==> config.mk <==
export PLATFORM = sky130hd
export DESIGN_NAME = boot_lockout
export DESIGN_NICKNAME = d
export VERILOG_FILES = /design/src/rtl/bootlock_pkg.sv /design/src/rtl/bootlock_seq.sv /design/src/rtl/bootlock_store.sv /design/src/rtl/bootlock_gate.sv /design/src/rtl/bootlock_idread.sv /design/src/rtl/boot_lockout.sv
export SDC_FILE = /design/constraint.sdc
export NUM_CORES = 1
export LEC_CHECK = 0
export CAP_MARGIN = 20
export CORE_UTILIZATION = 33
export CTS_BUF_LIST = sky130_fd_sc_hd__clkbuf_8
export CTS_CLUSTER_SIZE = 10
export DETAILED_ROUTE_END_ITERATION = 12
export GPL_TIMING_DRIVEN = 1
export PLACE_DENSITY = 0.92
export REMOVE_ABC_BUFFERS = 1
export SYNTH_ARGS = -nofsm -noshare
export SYNTH_HDL_FRONTEND = slang
export SYNTH_SLANG_ARGS = --single-unit
==> constraint.sdc <==
create_clock -name clk -period 5.1 [get_ports clk]
set_input_delay 1.02 -clock clk [delete_from_list [all_inputs] [get_ports clk]]
set_output_delay 1.02 -clock clk [all_outputs]
set_load 0.1 [all_outputs]
==> src/rtl/bootlock_pkg.sv <==
package bootlock_pkg;
  localparam int unsigned SEQ_LEN = 7;
  localparam int unsigned DATA_W  = 8;

  typedef struct packed {
    logic lo;
    logic hi;
  } lock_pair_t;
endpackage

==> src/rtl/bootlock_seq.sv <==
module bootlock_seq
  import bootlock_pkg::*;
#(
  parameter int unsigned ADDR_W = 19,
  parameter logic [SEQ_LEN*ADDR_W-1:0] SEQ_ADDR = '0,
  parameter logic [(SEQ_LEN-1)*DATA_W-1:0] SEQ_DATA = '0,
  parameter logic [DATA_W-1:0] SEL_LO = 8'h00,
  parameter logic [DATA_W-1:0] SEL_HI = 8'hFF
) (
  input  logic              clk,
  input  logic              rst_n,
  input  logic              accept,
  input  logic [ADDR_W-1:0] addr,
  input  logic [DATA_W-1:0] data,
  output lock_pair_t        set_req
);
  localparam int unsigned STEP_W = $clog2(SEQ_LEN);
  localparam logic [STEP_W-1:0] LAST = STEP_W'(SEQ_LEN - 1);

  logic [STEP_W-1:0]  step;
  logic [SEQ_LEN-1:0] hit;

  // one comparator per step; the last step checks only the address
  for (genvar g = 0; g < SEQ_LEN; g++) begin : g_step
    if (g < SEQ_LEN - 1) begin : g_full
      assign hit[g] = (addr == SEQ_ADDR[g*ADDR_W +: ADDR_W]) &&
                      (data == SEQ_DATA[g*DATA_W +: DATA_W]);
    end else begin : g_tail
      assign hit[g] = (addr == SEQ_ADDR[g*ADDR_W +: ADDR_W]);
    end
  end

  always_ff @(posedge clk or negedge rst_n) begin
    if (!rst_n) begin
      step <= '0;
    end else if (accept) begin
      if (step == LAST || !hit[step]) step <= '0;
      else                            step <= step + 1'b1;
    end
  end

  always_comb begin
    set_req = '0;
    if (accept && step == LAST && hit[LAST]) begin
      set_req.lo = (data == SEL_LO);
      set_req.hi = (data == SEL_HI);
    end
  end
endmodule

==> src/rtl/bootlock_store.sv <==
module bootlock_store
  import bootlock_pkg::*;
(
  input  logic       clk,
  input  logic       rst_n,
  input  lock_pair_t set_req,
  output lock_pair_t locks
);
  // one-way flags: only reset clears them
  always_ff @(posedge clk or negedge rst_n) begin
    if (!rst_n) locks <= '0;
    else        locks <= locks | set_req;
  end
endmodule

==> src/rtl/bootlock_gate.sv <==
module bootlock_gate
  import bootlock_pkg::*;
#(
  parameter int unsigned SECT_W   = 11,
  parameter int unsigned REG_SECT = 64
) (
  input  lock_pair_t        locks,
  input  logic              req_valid,
  input  logic              req_chip,
  input  logic [SECT_W-1:0] req_sector,
  output logic              req_grant
);
  localparam logic [SECT_W-1:0] LO_END  = SECT_W'(REG_SECT);
  localparam logic [SECT_W-1:0] HI_BASE = SECT_W'((1 << SECT_W) - REG_SECT);

  logic in_lo, in_hi, blocked;

  assign in_lo = (req_sector < LO_END);
  assign in_hi = (req_sector >= HI_BASE);

  always_comb begin
    if (req_chip) blocked = locks.lo | locks.hi;
    else          blocked = (in_lo & locks.lo) | (in_hi & locks.hi);
  end

  assign req_grant = req_valid & ~blocked;
endmodule

==> src/rtl/bootlock_idread.sv <==
module bootlock_idread
  import bootlock_pkg::*;
#(
  parameter int unsigned ADDR_W = 19
) (
  input  lock_pair_t        locks,
  input  logic              id_mode,
  input  logic [ADDR_W-1:0] rd_addr,
  output logic              id_hit,
  output logic [DATA_W-1:0] id_data
);
  localparam logic [ADDR_W-1:0] LO_STAT = ADDR_W'(2);
  localparam logic [ADDR_W-1:0] HI_STAT = ~ADDR_W'(13);

  always_comb begin
    id_hit  = 1'b0;
    id_data = '0;
    if (id_mode && rd_addr == LO_STAT) begin
      id_hit  = 1'b1;
      id_data = {7'h7F, locks.lo};
    end else if (id_mode && rd_addr == HI_STAT) begin
      id_hit  = 1'b1;
      id_data = {7'h7F, locks.hi};
    end
  end
endmodule

==> src/rtl/boot_lockout.sv <==
module boot_lockout
  import bootlock_pkg::*;
#(
  parameter int unsigned ADDR_W       = 19,
  parameter int unsigned SECTOR_BYTES = 256,
  parameter int unsigned REGION_BYTES = 16384,
  parameter logic [SEQ_LEN*ADDR_W-1:0] SEQ_ADDR =
    {19'h05555, 19'h05555, 19'h02AAA, 19'h05555,
     19'h05555, 19'h02AAA, 19'h05555},
  parameter logic [(SEQ_LEN-1)*DATA_W-1:0] SEQ_DATA =
    {8'h40, 8'h55, 8'hAA, 8'h80, 8'h55, 8'hAA},
  parameter logic [DATA_W-1:0] SEL_LO = 8'h00,
  parameter logic [DATA_W-1:0] SEL_HI = 8'hFF,
  localparam int unsigned SECT_W   = ADDR_W - $clog2(SECTOR_BYTES),
  localparam int unsigned REG_SECT = REGION_BYTES / SECTOR_BYTES
) (
  input  logic              clk,
  input  logic              rst_n,
  input  logic              cmd_valid,
  output logic              cmd_ready,
  input  logic [ADDR_W-1:0] cmd_addr,
  input  logic [DATA_W-1:0] cmd_data,
  input  logic              req_valid,
  input  logic              req_chip,
  input  logic [SECT_W-1:0] req_sector,
  output logic              req_grant,
  input  logic              id_mode,
  input  logic [ADDR_W-1:0] rd_addr,
  output logic              id_hit,
  output logic [DATA_W-1:0] id_data
);
  lock_pair_t set_req, locks;
  logic lock_lo, lock_hi;

  assign cmd_ready = 1'b1;
  assign lock_lo   = locks.lo;
  assign lock_hi   = locks.hi;

  bootlock_seq #(
    .ADDR_W(ADDR_W), .SEQ_ADDR(SEQ_ADDR), .SEQ_DATA(SEQ_DATA),
    .SEL_LO(SEL_LO), .SEL_HI(SEL_HI)
  ) u_seq (
    .clk(clk), .rst_n(rst_n), .accept(cmd_valid & cmd_ready),
    .addr(cmd_addr), .data(cmd_data), .set_req(set_req)
  );

  bootlock_store u_store (
    .clk(clk), .rst_n(rst_n), .set_req(set_req), .locks(locks)
  );

  bootlock_gate #(.SECT_W(SECT_W), .REG_SECT(REG_SECT)) u_gate (
    .locks(locks), .req_valid(req_valid), .req_chip(req_chip),
    .req_sector(req_sector), .req_grant(req_grant)
  );

  bootlock_idread #(.ADDR_W(ADDR_W)) u_id (
    .locks(locks), .id_mode(id_mode), .rd_addr(rd_addr),
    .id_hit(id_hit), .id_data(id_data)
  );
endmodule

* Word-level counts from Yosys, hierarchy flattened
Index checks and enable logic that the tools add are counted.
** Storage, ports and cells
- Flip-flop bits (word level) :: 5
- Bits of input ports :: 63
- Output and inout port bits :: 11
- Word-level logic and storage cells :: 44
** Operators by class
- Add/sub/neg operators :: 1
- Magnitude comparators :: 3
- Equal/unequal tests :: 10
- Multiplexer cells :: 9
- Bitwise operators :: 7
- Reduce and logical (&&, ||, !) cells :: 11
** Operators with widths (number)
- 8-bit equality test (second input constant) :: 3
- 19-bit by 14-bit equality test with 1-bit output (second input constant) :: 1
- 19-bit by 15-bit equality test with 1-bit output (second input constant) :: 1
- 19-bit equality test (second input constant) :: 1
- 19-bit by 2-bit equality test with 1-bit output (second input constant) :: 1
- 8-bit by 7-bit equality test with 1-bit output (second input constant) :: 2
- 8-bit two-way mux :: 2
- 11-bit >= comparator (second input constant) :: 1
- 11-bit by 7-bit < comparator with 1-bit output (second input constant) :: 1
- 1-bit logical AND :: 8
- 8-bit logical NOT :: 1
- 3-bit by 4-bit < comparator with 1-bit output (second input constant) :: 1
- 1-bit two-way mux :: 4
- 3-bit by 1-bit adder with 3-bit output (second input constant) :: 1
- 1-bit bitwise AND :: 3
- 1-bit binary-select mux with 3-bit select :: 1
- 3-bit equality test (second input constant) :: 1
- 3-bit two-way mux :: 1
- 2-bit two-way mux :: 1
- 1-bit bitwise OR :: 2
- 2-bit bitwise OR :: 1
- 1-bit logical NOT :: 1
- 1-bit logical OR :: 1
- 1-bit NOT :: 1

* Logic depth before layout (Yosys ltp)
Gate-level depths: netlist (run 1).
- Word-level depth :: 7
- Gate-level depth with buffers :: 6

* Cells and area by module
From an unflattened synthesis (run 1), not the netlist that was laid out.
** Second synthesis, totals
- Cell total of the unflattened synthesis :: 98
- Area total of the unflattened synthesis :: 822.0 µm²
** By module, submodules not included
- bootlock_seq :: instances 1, cells each 61, area an instance 521.8 µm², seq. area each 75.1 µm²
- bootlock_idread :: instances 1, cells each 25, area an instance 178.9 µm², seq. area each 0.0 µm²
- bootlock_store :: instances 1, cells each 4, area an instance 62.6 µm², seq. area each 50.0 µm²
- bootlock_gate :: instances 1, cells each 6, area an instance 47.5 µm², seq. area each 0.0 µm²
- boot_lockout :: instances 1, cells each 2, area an instance 11.3 µm², seq. area each 0.0 µm²

* Least setup slack after synthesis (run 1)
No wires, ideal clock.
- Kind :: input-to-output
- Start point :: input port rd_addr[13]
- End point :: output port id_data[0]
- Arrival :: 3286 ps
- Data required time :: 4080 ps
- Slack :: 794 ps
- Stages on the path :: 4
- Buffers on the path :: 0
- Cell sequence :: or4_1 nor4_1 nand4_1 o22ai_1
** Between the ends
- Cells in the longest elaborated chain, start to end :: 4
- Elaborated cells on any way between the ends :: 6
- Those cells by class :: eq/ne (2); mux (2); reduce/logical (2)
** Ends and longest elaborated chain
- start: declaration :: line boot_lockout.sv:28 : input logic [ADDR_W-1:0] rd_addr,
- 19-bit equality test :: line bootlock_idread.sv:21 : end else if (id_mode && rd_addr == HI_STAT) begin
- 1-bit logical AND :: line bootlock_idread.sv:21
- 8-bit two-way mux :: line bootlock_idread.sv:21
- 8-bit two-way mux * :: line bootlock_idread.sv:18 : if (id_mode && rd_addr == LO_STAT) begin
- end: declaration :: line boot_lockout.sv:30 : output logic [DATA_W-1:0] id_data
Mark *: on every way between the ends. The rest lies on a longest branch, timed or not.

* Final worst setup path (run 1)
- Start point :: input port rd_addr[13]
- End point :: output port id_data[5]
The elaborated chain is that of the path after synthesis.

==> out/summary.log, run 1 <==
[flow_run] max capacitance violation total 0
[power_and_ir_drop] Design Power 0.177 mW
[logic_synthesis] Synthesis Warnings 0
[logic_synthesis] synthesized instance count 90
[cells_and_area] NumNets Final 218
[placed_design] count of port buffers added during placement 66
[timing] Min Clock Period, post-route 3.90 ns
[setup_path] Critical Path Max Stage Delay 0.51 ns
[drt] length of routed wiring on met1 781 um
[floorplanning] Die Area 2450 sq um
[grt] maximum number of pins on one net before global-route repair 9
[setup_path] cell with the biggest individual delay on the critical path sky130_fd_sc_hd__or4_1
[worst_hold_path] Worst Hold Endpoint u_store.locks[1]
[setup_path] kind of start point of the critical path input pin
[drt] router iterations before antenna repair 4
[clock_tree] TritonCTS sink count 5
[drt] remaining number of nets flagged by the antenna check after routing 0
[clock_tree] number of resized instances in the post-cts repair step 0
[floorplanning] FP Rows 16
[timing] Final TNS setup 0 ns
[power_and_ir_drop] power density normalized to cell area 127 nW/um^2
[timing] endpoints failing hold 0
[setup_path] Crit Reg-Reg Endpoint u_seq.step[2]
[setup_path] Stages on worst setup path 6
[setup_path] start point of the critical path rd_addr[13]
[logic_synthesis] count of flip-flops with a built-in enable after synthesis 0
[grt] total global routing track utilization 0.205
[setup_path] count of buffer and inverter cells on the critical path 2
[power_and_ir_drop] Switch Pwr 0.0426 mW
[grt] global-route congestion overflow total 0
[drt] number of vias in the routed layout 998
[floorplanning] effective utilization at floorplan 0.365
[worst_hold_path] instance count along the most critical hold path 2
[drt] number of DRC violations after detailed-routing iteration 0 5
[placed_design] area of placed instances 1350 sq um
[clock_tree] quantity of hold-fixing buffers added after cts 0
[grt] vias in the first global route 1012
[floorplanning] die width 49.5 um
[power_and_ir_drop] share of power burned in registers 0.225
[worst_hold_path] hold path start u_store.locks[1]
[timing] setup repair after global routing missed its margin no
[drt] top layer in use met4
[timing] final worst-path cycle share 0.766
[placed_design] DP Wirelength 2170 um
[drt] met3 routed WL 268 um
[logic_synthesis] Netlist Area Pre-Place 744 sq um
[timing] worst hold-check slack 0.489 ns
[clock_tree] post-CTS setup repair buffer count 0
[setup_path] setup slack of the worst register-to-register path 3.24 ns
[setup_path] crit path capture type output pin
[cells_and_area] share of layout cells above drive strength 1 0.145
[logic_synthesis] share of flip-flops with an asynchronous set or reset after synthesis 1.00
[drt] via count normalized by instance count 5.58
[logic_synthesis] flip-flop and latch count after synthesis 5
[cells_and_area] antenna diode instance count 0
[power_and_ir_drop] combinational group share of total power 0.370
[setup_path] Crit path required time 4.08 ns
[logic_synthesis] Seq/Total Area, Yosys 0.168
[timing] worst-case clock skew 0.00278 ns
[clock_tree] cell at the root of the clock tree sky130_fd_sc_hd__clkbuf_8
[floorplanning] core area 2040 sq um
[drt] detailed route wirelength on metal2 1350 um
[clock_tree] Clock H-tree levels 1
[setup_path] worst reg2reg path startpoint u_seq.step[1]
[clock_tree] Clock Pin Slew Worst Setup and Hold Paths 0.03 ns
[drt] average detailed-routed wire length per instance 13.5 um
[cells_and_area] area occupied by registers 125 sq um
[cells_and_area] relative area change from synthesis to final layout 87.9%
[timing] # setup viols final 0
[logic_synthesis] mean post-synth cell area 8.27 sq um
[setup_path] worst-case reg-to-reg path depth 6
[power_and_ir_drop] switching portion of total power 0.241
[clock_tree] Inserted Clock Buffers 3
[grt] antenna violations before repair 0
[cells_and_area] area of the multi-input gates 537 sq um
[power_and_ir_drop] highest ir drop seen on vdd 73.4 uV
[power_and_ir_drop] leakage power 0.562 nW
[clock_tree] clock insertion delay at the later pin of the skew report 0.22 ns
[setup_path] critical path type input pin to output pin
[cells_and_area] area of all placed cells without fillers 1400 sq um
[clock_tree] clock tree from TritonCTS built
[placed_design] Final GP Congestion 0.733
[logic_synthesis] Distinct cells, synth 40
[drt] DRC violation count after routing 0
[floorplanning] Top Ports 74
[timing] highest clock frequency the design can meet 256 MHz
[logic_synthesis] predominant post-synthesis flop cell sky130_fd_sc_hd__dfrtp_1
[worst_hold_path] Hold Path Class flop to flop
[floorplanning] die height 49.5 um
[grt] first-pass GRT wire length 3860 um
[run_status] run status finished clean
[setup_path] worst-path cell chain clkdlybuf4s50_1, or4_1, nor4_1, nand4_1, nand2_1, buf_4
[power_and_ir_drop] internal cell power 0.135 mW
[setup_path] WP data arrival 2.88 ns
[cells_and_area] Filler Cell Count 171
[drt] DRT Wirelength 2420 um
[setup_path] Max FO, Critical Path 8
[timing] total count of max-transition violations in the final report 0
[power_and_ir_drop] clock network fraction of design power 0.405
[clock_tree] maximum buffer depth of the clock tree 2
[setup_path] category of cells accounting for the largest share of critical-path delay simple AND/OR/NAND/NOR gates
-- through the flow --
stage,std cells,worst slack [ns],utilization
floorplan,82,-2.71,-
global placement,175,1.24,0.663
detailed placement,175,1.16,0.663
CTS,179,1.17,0.685
global route,179,1.07,0.685
finish,179,1.20,0.685
-- registers in the layout, summed over array words and instances, names as in the netlist --
register       cells
u_store.locks      2
u_seq.step         3
-- kinds of logic after synthesis --
group,count (synthesis),share of synthesized area
xor gates and xnor gates,1,0.0118
buffers and inverters,14,0.111
AOI/OAI and AO/OA,16,0.175
DFF,5,0.168
and+or+nand+nor,51,0.496
adders and majority gates,2,0.0336
other,1,0.00504
-- tightest hold or removal path, stage by stage, from the launching register on --
cell	delay, ns
sky130_fd_sc_hd__dfrtp_1	0.31
sky130_fd_sc_hd__inv_1	0.07
sky130_fd_sc_hd__o41ai_1	0.07
-- area by class of cell --
type | instances | area share
flip-flops and latches | 5 | 0.0894
inverters | 6 | 0.0161
well taps | 27 | 0.0242
clock buffers | 3 | 0.0295
clock inverters | 1 | 0.00268
multi-input cells | 71 | 0.384
repair buffers | 66 | 0.454
-- synthesized netlist by cell type, types with 2 or more instances --
cell	number	area, sq um
sky130_fd_sc_hd__or4_1	3	22.5
sky130_fd_sc_hd__inv_1	6	22.5
sky130_fd_sc_hd__o22ai_1	2	12.5
sky130_fd_sc_hd__nor4_1	5	31.3
sky130_fd_sc_hd__a21oi_1	2	10.0
sky130_fd_sc_hd__nand2_1	3	11.3
sky130_fd_sc_hd__or2b_1	2	15.0
sky130_fd_sc_hd__nand4b_1	4	35.0
sky130_fd_sc_hd__o311ai_1	2	17.5
sky130_fd_sc_hd__nor4_4	2	42.5
sky130_fd_sc_hd__nor2_1	5	18.8
sky130_fd_sc_hd__nand4_1	5	31.3
sky130_fd_sc_hd__nand3_1	5	25.0
sky130_fd_sc_hd__nand4bb_1	2	22.5
sky130_fd_sc_hd__nor3_1	3	15.0
sky130_fd_sc_hd__a31oi_1	2	12.5
sky130_fd_sc_hd__dfrtp_1	5	125
sky130_fd_sc_hd__ha_1	2	25.0
sky130_fd_sc_hd__o21ai_1	2	10.0
sky130_fd_sc_hd__buf_4	8	60.1
-- worst max-delay path by stage --
stage	end	slack, ns
CTS	id_data[5]	1.17
global placement	id_data[4]	1.24
detailed placement	id_data[5]	1.16
finish	id_data[5]	1.20
global route	id_data[5]	1.07
floorplan	id_data[1]	-2.71
-- routing by layer --
layer / track usage / up-vias
met4: 0.0952 / 0
li1: - / 479
met3: 0.0463 / 4
met2: 0.445 / 65
met5: 0 / -
met1: 0.162 / 450
-- power groups by stage --
stage          Sequential, mW  Clock, mW  Combinational (mW)
6_report               0.0399     0.0717              0.0656
4_1_cts                0.0399     0.0735              0.0659
2_1_floorplan          0.0404          0              0.0142
3_3_place_gp           0.0404          0              0.0633
5_1_grt                0.0399     0.0780              0.0694
3_5_place_dp           0.0404          0              0.0658
-- cell usage in the layout (no fill, tap or decap), types with 3 or more instances in the layout --
| cell | netlist | layout |
|---|---|---|
| sky130_fd_sc_hd__buf_4 | 8 | 10 |
| sky130_fd_sc_hd__clkbuf_8 | 0 | 3 |
| sky130_fd_sc_hd__clkdlybuf4s50_1 | 0 | 56 |
| sky130_fd_sc_hd__dfrtp_1 | 5 | 5 |
| sky130_fd_sc_hd__inv_1 | 6 | 7 |
| sky130_fd_sc_hd__nand2_1 | 3 | 3 |
| sky130_fd_sc_hd__nand3_1 | 5 | 5 |
| sky130_fd_sc_hd__nand4_1 | 5 | 5 |
| sky130_fd_sc_hd__nand4b_1 | 4 | 4 |
| sky130_fd_sc_hd__nor2_1 | 5 | 5 |
| sky130_fd_sc_hd__nor3_1 | 3 | 3 |
| sky130_fd_sc_hd__nor4_1 | 5 | 5 |
| sky130_fd_sc_hd__or4_1 | 3 | 3 |
Note: power is estimated with default switching activity, not from simulation.
==> run 2, diff against run 1 <==
--- a/config.mk
+++ b/config.mk
@@ -6,12 +6,12 @@
 export NUM_CORES = 1
 export LEC_CHECK = 0
 export CAP_MARGIN = 20
-export CORE_UTILIZATION = 33
+export CORE_UTILIZATION = 27
 export CTS_BUF_LIST = sky130_fd_sc_hd__clkbuf_8
 export CTS_CLUSTER_SIZE = 10
 export DETAILED_ROUTE_END_ITERATION = 12
 export GPL_TIMING_DRIVEN = 1
-export PLACE_DENSITY = 0.92
+export PLACE_DENSITY = 0.81
 export REMOVE_ABC_BUFFERS = 1
 export SYNTH_ARGS = -nofsm -noshare
 export SYNTH_HDL_FRONTEND = slang
==> constraint.sdc (replaced) <==
create_clock -name clk -period 3.4 [get_ports clk]
set_input_delay 0.68 -clock clk [delete_from_list [all_inputs] [get_ports clk]]
set_output_delay 0.68 -clock clk [all_outputs]
set_load 0.1 [all_outputs]
==> out/summary.log, run 2 (synthesized netlist as in run 1, its figures left out) <==
[run_status] run status finished clean
[worst_hold_path] Worst Hold Endpoint u_store.locks[1]
[timing] endpoints failing hold 0 [unchanged]
[worst_hold_path] Hold Path Class flop to flop
[flow_run] max capacitance violation total 0 [unchanged]
[cells_and_area] antenna diode instance count 0 [unchanged]
[clock_tree] number of resized instances in the post-cts repair step 0 [unchanged]
[timing] setup repair after global routing missed its margin no
[timing] # setup viols final 0 [unchanged]
[setup_path] Max FO, Critical Path 2 [-6]
[drt] DRC violation count after routing 0 [unchanged]
[cells_and_area] max reg flops 3 [unchanged]
[placed_design] placement-stage worst setup slack 0.169 ns [-0.991 ns]
[cells_and_area] register name with the most flops u_seq.step
[setup_path] Crit path required time 2.72 ns [-1.36 ns]
[grt] global-route congestion overflow total 0 [unchanged]
[clock_tree] cell at the root of the clock tree sky130_fd_sc_hd__clkbuf_8
[setup_path] worst-case reg-to-reg path depth 6 [unchanged]
[cells_and_area] share of layout cells above drive strength 1 0.150 [+0.00559]
[floorplanning] Die Area 2970 sq um [+21%]
[timing] setup slack of the critical path after layout 0.141 ns [-1.05 ns]
[setup_path] crit path capture type output pin
[timing] highest clock frequency the design can meet 307 MHz
[worst_hold_path] instance count along the most critical hold path 2 [unchanged]
[placed_design] area of placed instances 1500 sq um [+11%]
[clock_tree] maximum buffer depth of the clock tree 2 [unchanged]
[worst_hold_path] hold path start u_store.locks[1]
[cells_and_area] relative area change from synthesis to final layout 108%
[power_and_ir_drop] Switch Pwr 0.0656 mW [+54%]
[timing] worst hold-check slack 0.473 ns [-0.0161 ns]
[floorplanning] FP Rows 18 [+2]
[power_and_ir_drop] clock network fraction of design power 0.407 [+0.002]
[drt] remaining number of nets flagged by the antenna check after routing 0 [unchanged]
[setup_path] kind of start point of the critical path input pin
[setup_path] critical path type input pin to output pin
[grt] antenna violations before repair 0 [unchanged]
[drt] number of vias in the routed layout 1003 [+0.50%]
[setup_path] cell with the biggest individual delay on the critical path sky130_fd_sc_hd__or4_1
[clock_tree] quantity of hold-fixing buffers added after cts 0 [unchanged]
[clock_tree] Clock H-tree levels 1 [unchanged]
[grt] maximum number of pins on one net before global-route repair 9 [unchanged]
[cells_and_area] Filler Cell Count 205 [+20%]
[cells_and_area] commonest cells after routing, fill and taps aside sky130_fd_sc_hd__clkdlybuf4s50_1, sky130_fd_sc_hd__buf_12, sky130_fd_sc_hd__inv_1
[setup_path] Critical Path Max Stage Delay 0.50 ns [about the same]
[floorplanning] Top Ports 74 [unchanged]
[clock_tree] clock tree from TritonCTS built
[clock_tree] Inserted Clock Buffers 3 [unchanged]
[power_and_ir_drop] leakage power 0.598 nW [+6.3%]
[grt] first-pass GRT wire length 3880 um [+0.52%]
[floorplanning] core area 2540 sq um [+25%]
[power_and_ir_drop] Design Power 0.269 mW [+52%]
[timing] total count of max-transition violations in the final report 0 [unchanged]
[placed_design] count of port buffers added during placement 66 [unchanged]
[clock_tree] TritonCTS sink count 5 [unchanged]
[timing] Min Clock Period, post-route 3.26 ns
[setup_path] WP data arrival 2.58 ns [-0.30 ns]
[setup_path] worst-path cell chain clkdlybuf4s50_1, or4_1, nor4_1, nand4_1, o22ai_1, buf_12
[placed_design] DP Wirelength 2320 um [+7.3%]
[power_and_ir_drop] combinational group share of total power 0.371 [about the same]
[clock_tree] post-CTS setup repair buffer count 0 [unchanged]
[cells_and_area] commonest non-fill, non-tap cell in the layout sky130_fd_sc_hd__clkdlybuf4s50_1
[drt] router iterations before antenna repair 4 [unchanged]
[cells_and_area] post-layout utilization of the core 0.608 [-0.0769]
[setup_path] worst reg2reg path startpoint u_seq.step[0]
[power_and_ir_drop] share of power burned in registers 0.223 [-0.002]
[grt] vias in the first global route 930 [-8.1%]
[cells_and_area] area of all placed cells without fillers 1550 sq um [+11%]
[power_and_ir_drop] power density normalized to cell area 174 nW/um^2 [+37%]
[cells_and_area] area of the multi-input gates 537 sq um [unchanged]
[setup_path] Crit Reg-Reg Endpoint u_seq.step[0]
[drt] number of DRC violations after detailed-routing iteration 0 13 [+8]
[floorplanning] die width 54.5 um [+10%]
[placed_design] Final GP Congestion 0.809 [+10%]
[clock_tree] clock insertion delay at the later pin of the skew report 0.22 ns [about the same]
[setup_path] setup slack of the worst register-to-register path 1.50 ns [-1.74 ns]
[cells_and_area] area occupied by registers 125 sq um [unchanged]
[cells_and_area] Largest regs u_seq.step x3, u_store.locks x2
[floorplanning] effective utilization at floorplan 0.293 [-0.0721]
[drt] average detailed-routed wire length per instance 14.3 um [+5.6%]
[floorplanning] die height 54.5 um [+10%]
[timing] worst-case clock skew 0.000538 ns [-0.00224 ns]
[drt] via count normalized by instance count 5.48 [-1.7%]
[power_and_ir_drop] internal cell power 0.203 mW [+51%]
[cells_and_area] NumNets Final 219 [+0.46%]
[grt] total global routing track utilization 0.183 [-0.0217]
[clock_tree] Clock Pin Slew Worst Setup and Hold Paths 0.04 ns [about the same]
[drt] DRT Wirelength 2620 um [+8.0%]
[timing] final worst-path cycle share 0.958
[power_and_ir_drop] switching portion of total power 0.244 [+0.00343]
[power_and_ir_drop] highest ir drop seen on vdd 131 uV [+78%]
[run 2: changes by cell type in the layout (fill, tap and decap cells not counted)]
cell / previous run / this run
sky130_fd_sc_hd__buf_12: 0 / 11
sky130_fd_sc_hd__buf_4: 10 / 0
[run 2: final cells by class]
| cell class | instances | area share |
|---|---|---|
| Inverter | 6 | 0.0146 |
| Tap cell | 30 | 0.0243 |
| Clock inverter | 1 | 0.00243 |
| Clock buffer | 3 | 0.0267 |
| Multi-Input combinational cell | 71 | 0.347 |
| Sequential cell | 5 | 0.0808 |
| Timing Repair Buffer | 67 | 0.504 |
[run 2: power groups by stage]
stage	clock (mW)	sequential, mW	combinational, mW
2_1_floorplan	0	0.0606	0.0212
3_3_place_gp	0	0.0606	0.0973
3_5_place_dp	0	0.0606	0.0996
4_1_cts	0.113	0.0598	0.0999
5_1_grt	0.116	0.0598	0.106
6_report	0.109	0.0599	0.0996
[run 2: metal layers]
layer | vias to the layer above | global-route usage | wire length (um)
li1 | 480 | - | -
met1 | 457 | 0.169 | 938
met2 | 62 | 0.390 | 1370
met3 | 4 | 0.0278 | 282
met4 | 0 | 0.0598 | 23
met5 | - | 0 | 0
[run 2: worst max path at each step]
stage | slack (ns) | from | end
2_1_floorplan | -3.73 | rd_addr[13] | id_data[1]
3_3_place_gp | 0.22 | rd_addr[13] | id_data[0]
3_5_place_dp | 0.17 | rd_addr[13] | id_data[0]
4_1_cts | 0.16 | rd_addr[13] | id_data[0]
5_1_grt | 0.06 | rd_addr[12] | id_data[0]
6_report | 0.14 | rd_addr[12] | id_data[0]
[run 2: stage by stage]
stage,cells,TNS [ns]
final,183,0
after global routing,183,0
after CTS,183,0
after detailed placement,179,0
after global placement,179,0
after floorplan,82,-30.06
[run 2: critical path: cells and delay by family]
family	cells	cell delay, ns
AND/OR/NAND/NOR	3	0.91
buffers and inverters	2	0.65
AO/OA/AOI/OAI	1	0.33
==> run 3, diff against run 2 <==
--- a/config.mk
+++ b/config.mk
@@ -6,6 +6,7 @@
 export NUM_CORES = 1
 export LEC_CHECK = 0
 export CAP_MARGIN = 20
+export CORE_ASPECT_RATIO = 0.8
 export CORE_UTILIZATION = 27
 export CTS_BUF_LIST = sky130_fd_sc_hd__clkbuf_8
 export CTS_CLUSTER_SIZE = 10
==> out/summary.log, run 3 (synthesized netlist as in run 1, its figures left out) <==
[power_and_ir_drop] power density normalized to cell area 172 nW/um^2 [-1.2%]
[flow_run] max capacitance violation total 0 [unchanged]
[setup_path] category of cells accounting for the largest share of critical-path delay simple AND/OR/NAND/NOR gates
[drt] number of vias in the routed layout 992 [-1.1%]
[power_and_ir_drop] leakage power 0.598 nW [unchanged]
[setup_path] crit-path most repeated cell sky130_fd_sc_hd__buf_12
[setup_path] Stages on worst setup path 7 [+1]
[clock_tree] Clock Pin Slew Worst Setup and Hold Paths 0.04 ns [about the same]
[setup_path] WP data arrival 2.52 ns [-0.06 ns]
[clock_tree] clock insertion delay at the later pin of the skew report 0.22 ns [about the same]
[placed_design] Final GP Congestion 0.783 [-3.2%]
[placed_design] placement-stage worst setup slack 0.204 ns [+0.0350 ns]
[power_and_ir_drop] Design Power 0.267 mW [-0.75%]
[floorplanning] FP Rows 16 [-2]
[floorplanning] die height 49.0 um [-10%]
[cells_and_area] NumNets Final 219 [unchanged]
[drt] remaining number of nets flagged by the antenna check after routing 0 [unchanged]
[power_and_ir_drop] highest ir drop seen on vdd 82.1 uV [-37%]
[cells_and_area] share of layout cells above drive strength 1 0.150 [unchanged]
[drt] router iterations before antenna repair 4 [unchanged]
[grt] total global routing track utilization 0.191 [+0.00807]
[setup_path] cell with the biggest individual delay on the critical path sky130_fd_sc_hd__or4_1
[clock_tree] clock tree from TritonCTS built
[timing] highest clock frequency the design can meet 313 MHz [+1.9%]
[clock_tree] post-CTS setup repair buffer count 0 [unchanged]
[cells_and_area] commonest cells after routing, fill and taps aside sky130_fd_sc_hd__clkdlybuf4s50_1, sky130_fd_sc_hd__buf_12, sky130_fd_sc_hd__inv_1
[grt] vias in the first global route 913 [-1.8%]
[setup_path] Max FO, Critical Path 8 [+6]
[grt] global-route congestion overflow total 0 [unchanged]
[setup_path] Critical Path Max Stage Delay 0.53 ns [+0.03 ns]
[cells_and_area] commonest non-fill, non-tap cell in the layout sky130_fd_sc_hd__clkdlybuf4s50_1
[setup_path] worst-case reg-to-reg path depth 6 [unchanged]
[timing] setup repair after global routing missed its margin no
[grt] antenna violations before repair 0 [unchanged]
[timing] setup slack of the critical path after layout 0.202 ns [+0.0605 ns]
[setup_path] crit path capture type output pin
[drt] via count normalized by instance count 5.25 [-4.2%]
[floorplanning] Top Ports 74 [unchanged]
[grt] first-pass GRT wire length 4300 um [+11%]
[drt] number of DRC violations after detailed-routing iteration 0 41 [+28]
[run_status] run status finished clean
[drt] average detailed-routed wire length per instance 14.5 um [+1.7%]
[placed_design] DP Wirelength 2370 um [+1.9%]
[timing] total count of max-transition violations in the final report 0 [unchanged]
[clock_tree] TritonCTS sink count 5 [unchanged]
[cells_and_area] register name with the most flops u_seq.step
[setup_path] count of buffer and inverter cells on the critical path 3 [+1]
[clock_tree] cell at the root of the clock tree sky130_fd_sc_hd__clkbuf_8
[clock_tree] number of resized instances in the post-cts repair step 0 [unchanged]
[placed_design] count of port buffers added during placement 66 [unchanged]
[setup_path] Crit path required time 2.72 ns [about the same]
[timing] worst-case clock skew 0.000123 ns [-0.000415 ns]
[setup_path] worst-path cell chain clkdlybuf4s50_1, or4_1, nor4_1, nand4_1, nand2_1, buf_12, buf_12
[timing] endpoints failing hold 0 [unchanged]
[timing] final worst-path cycle share 0.941 [-0.0178]
[floorplanning] core area 2520 sq um [-0.88%]
[setup_path] worst reg2reg path startpoint u_seq.step[0]
[timing] # setup viols final 0 [unchanged]
[setup_path] start point of the critical path rd_addr[13]
[cells_and_area] Largest regs u_seq.step x3, u_store.locks x2
[clock_tree] Inserted Clock Buffers 3 [unchanged]
[timing] worst hold-check slack 0.471 ns [-0.00205 ns]
[clock_tree] quantity of hold-fixing buffers added after cts 0 [unchanged]
[cells_and_area] max reg flops 3 [unchanged]
[floorplanning] Die Area 2970 sq um [about the same]
[worst_hold_path] hold path start u_store.locks[1]
[setup_path] kind of start point of the critical path input pin
[drt] DRC violation count after routing 0 [unchanged]
[setup_path] critical path type input pin to output pin
[cells_and_area] final std cells w/o fill 189 [+3.3%]
[floorplanning] effective utilization at floorplan 0.295 [+0.00261]
[cells_and_area] antenna diode instance count 0 [unchanged]
[drt] DRT Wirelength 2750 um [+5.0%]
[grt] maximum number of pins on one net before global-route repair 9 [unchanged]
[cells_and_area] relative area change from synthesis to final layout 109%
[clock_tree] maximum buffer depth of the clock tree 2 [unchanged]
[cells_and_area] post-layout utilization of the core 0.617 [+0.00841]
[placed_design] cell count after placement 185 [+3.4%]
[floorplanning] die width 60.7 um [+11%]
[clock_tree] Clock H-tree levels 1 [unchanged]
[timing] Min Clock Period, post-route 3.20 ns [-0.0605 ns]
[worst_hold_path] Hold Path Class flop to flop
[worst_hold_path] instance count along the most critical hold path 2 [unchanged]
## run 3: cell counts in the layout (fill, tap and decap cells not counted)
No cell type changed its count.
## run 3: final timing paths
kind / endpoint / slack (ns)
max in group asynchronous: u_store.locks[1] / 2.53
max: id_data[1] / 0.20
min reg2reg: u_store.locks[1] / 0.47
min in group asynchronous: u_seq.step[2] / 0.68
max reg2reg: u_seq.step[0] / 1.53
min: u_store.locks[1] / 0.47
## run 3: metal layers
layer	global-route usage	vias up	wire length [um]
met3	0.0292	0	274
met1	0.241	457	1130
met4	0.0568	0	0
met5	0	-	0
li1	-	478	-
met2	0.328	57	1340
## run 3: final cells by class
cell class / instances / area [sq um]
multi-input cells: 71 / 537
repair buffers: 67 / 781
inverters: 6 / 22.5
clock buffers: 3 / 41.3
well taps: 36 / 45.0
flip-flops and latches: 5 / 125
clock inverters: 1 / 3.75
fillers: 219 / 967
## run 3: power breakdown
part	total, mW	internal [mW]	switching (mW)
registers	0.0599	0.0599	0.000000000504
logic	0.0996	0.0657	0.0339
clock network	0.107	0.0775	0.0298
## run 3: through the flow
stage	cell area [sq um]	setup TNS, ns
CTS	1560	0
global placement	1510	0
floorplan	684	-30.06
global route	1560	0
finish	1560	0
detailed placement	1510	0
## run 3: worst reg2reg max path, cell delays in order (launching register included)
cell and delay (ns):
sky130_fd_sc_hd__dfrtp_1 0.45, sky130_fd_sc_hd__or4b_1 0.49, sky130_fd_sc_hd__o22ai_1 0.16, sky130_fd_sc_hd__nand3b_1 0.16
sky130_fd_sc_hd__o41ai_4 0.30, sky130_fd_sc_hd__o311ai_1 0.14, sky130_fd_sc_hd__o21ai_1 0.10
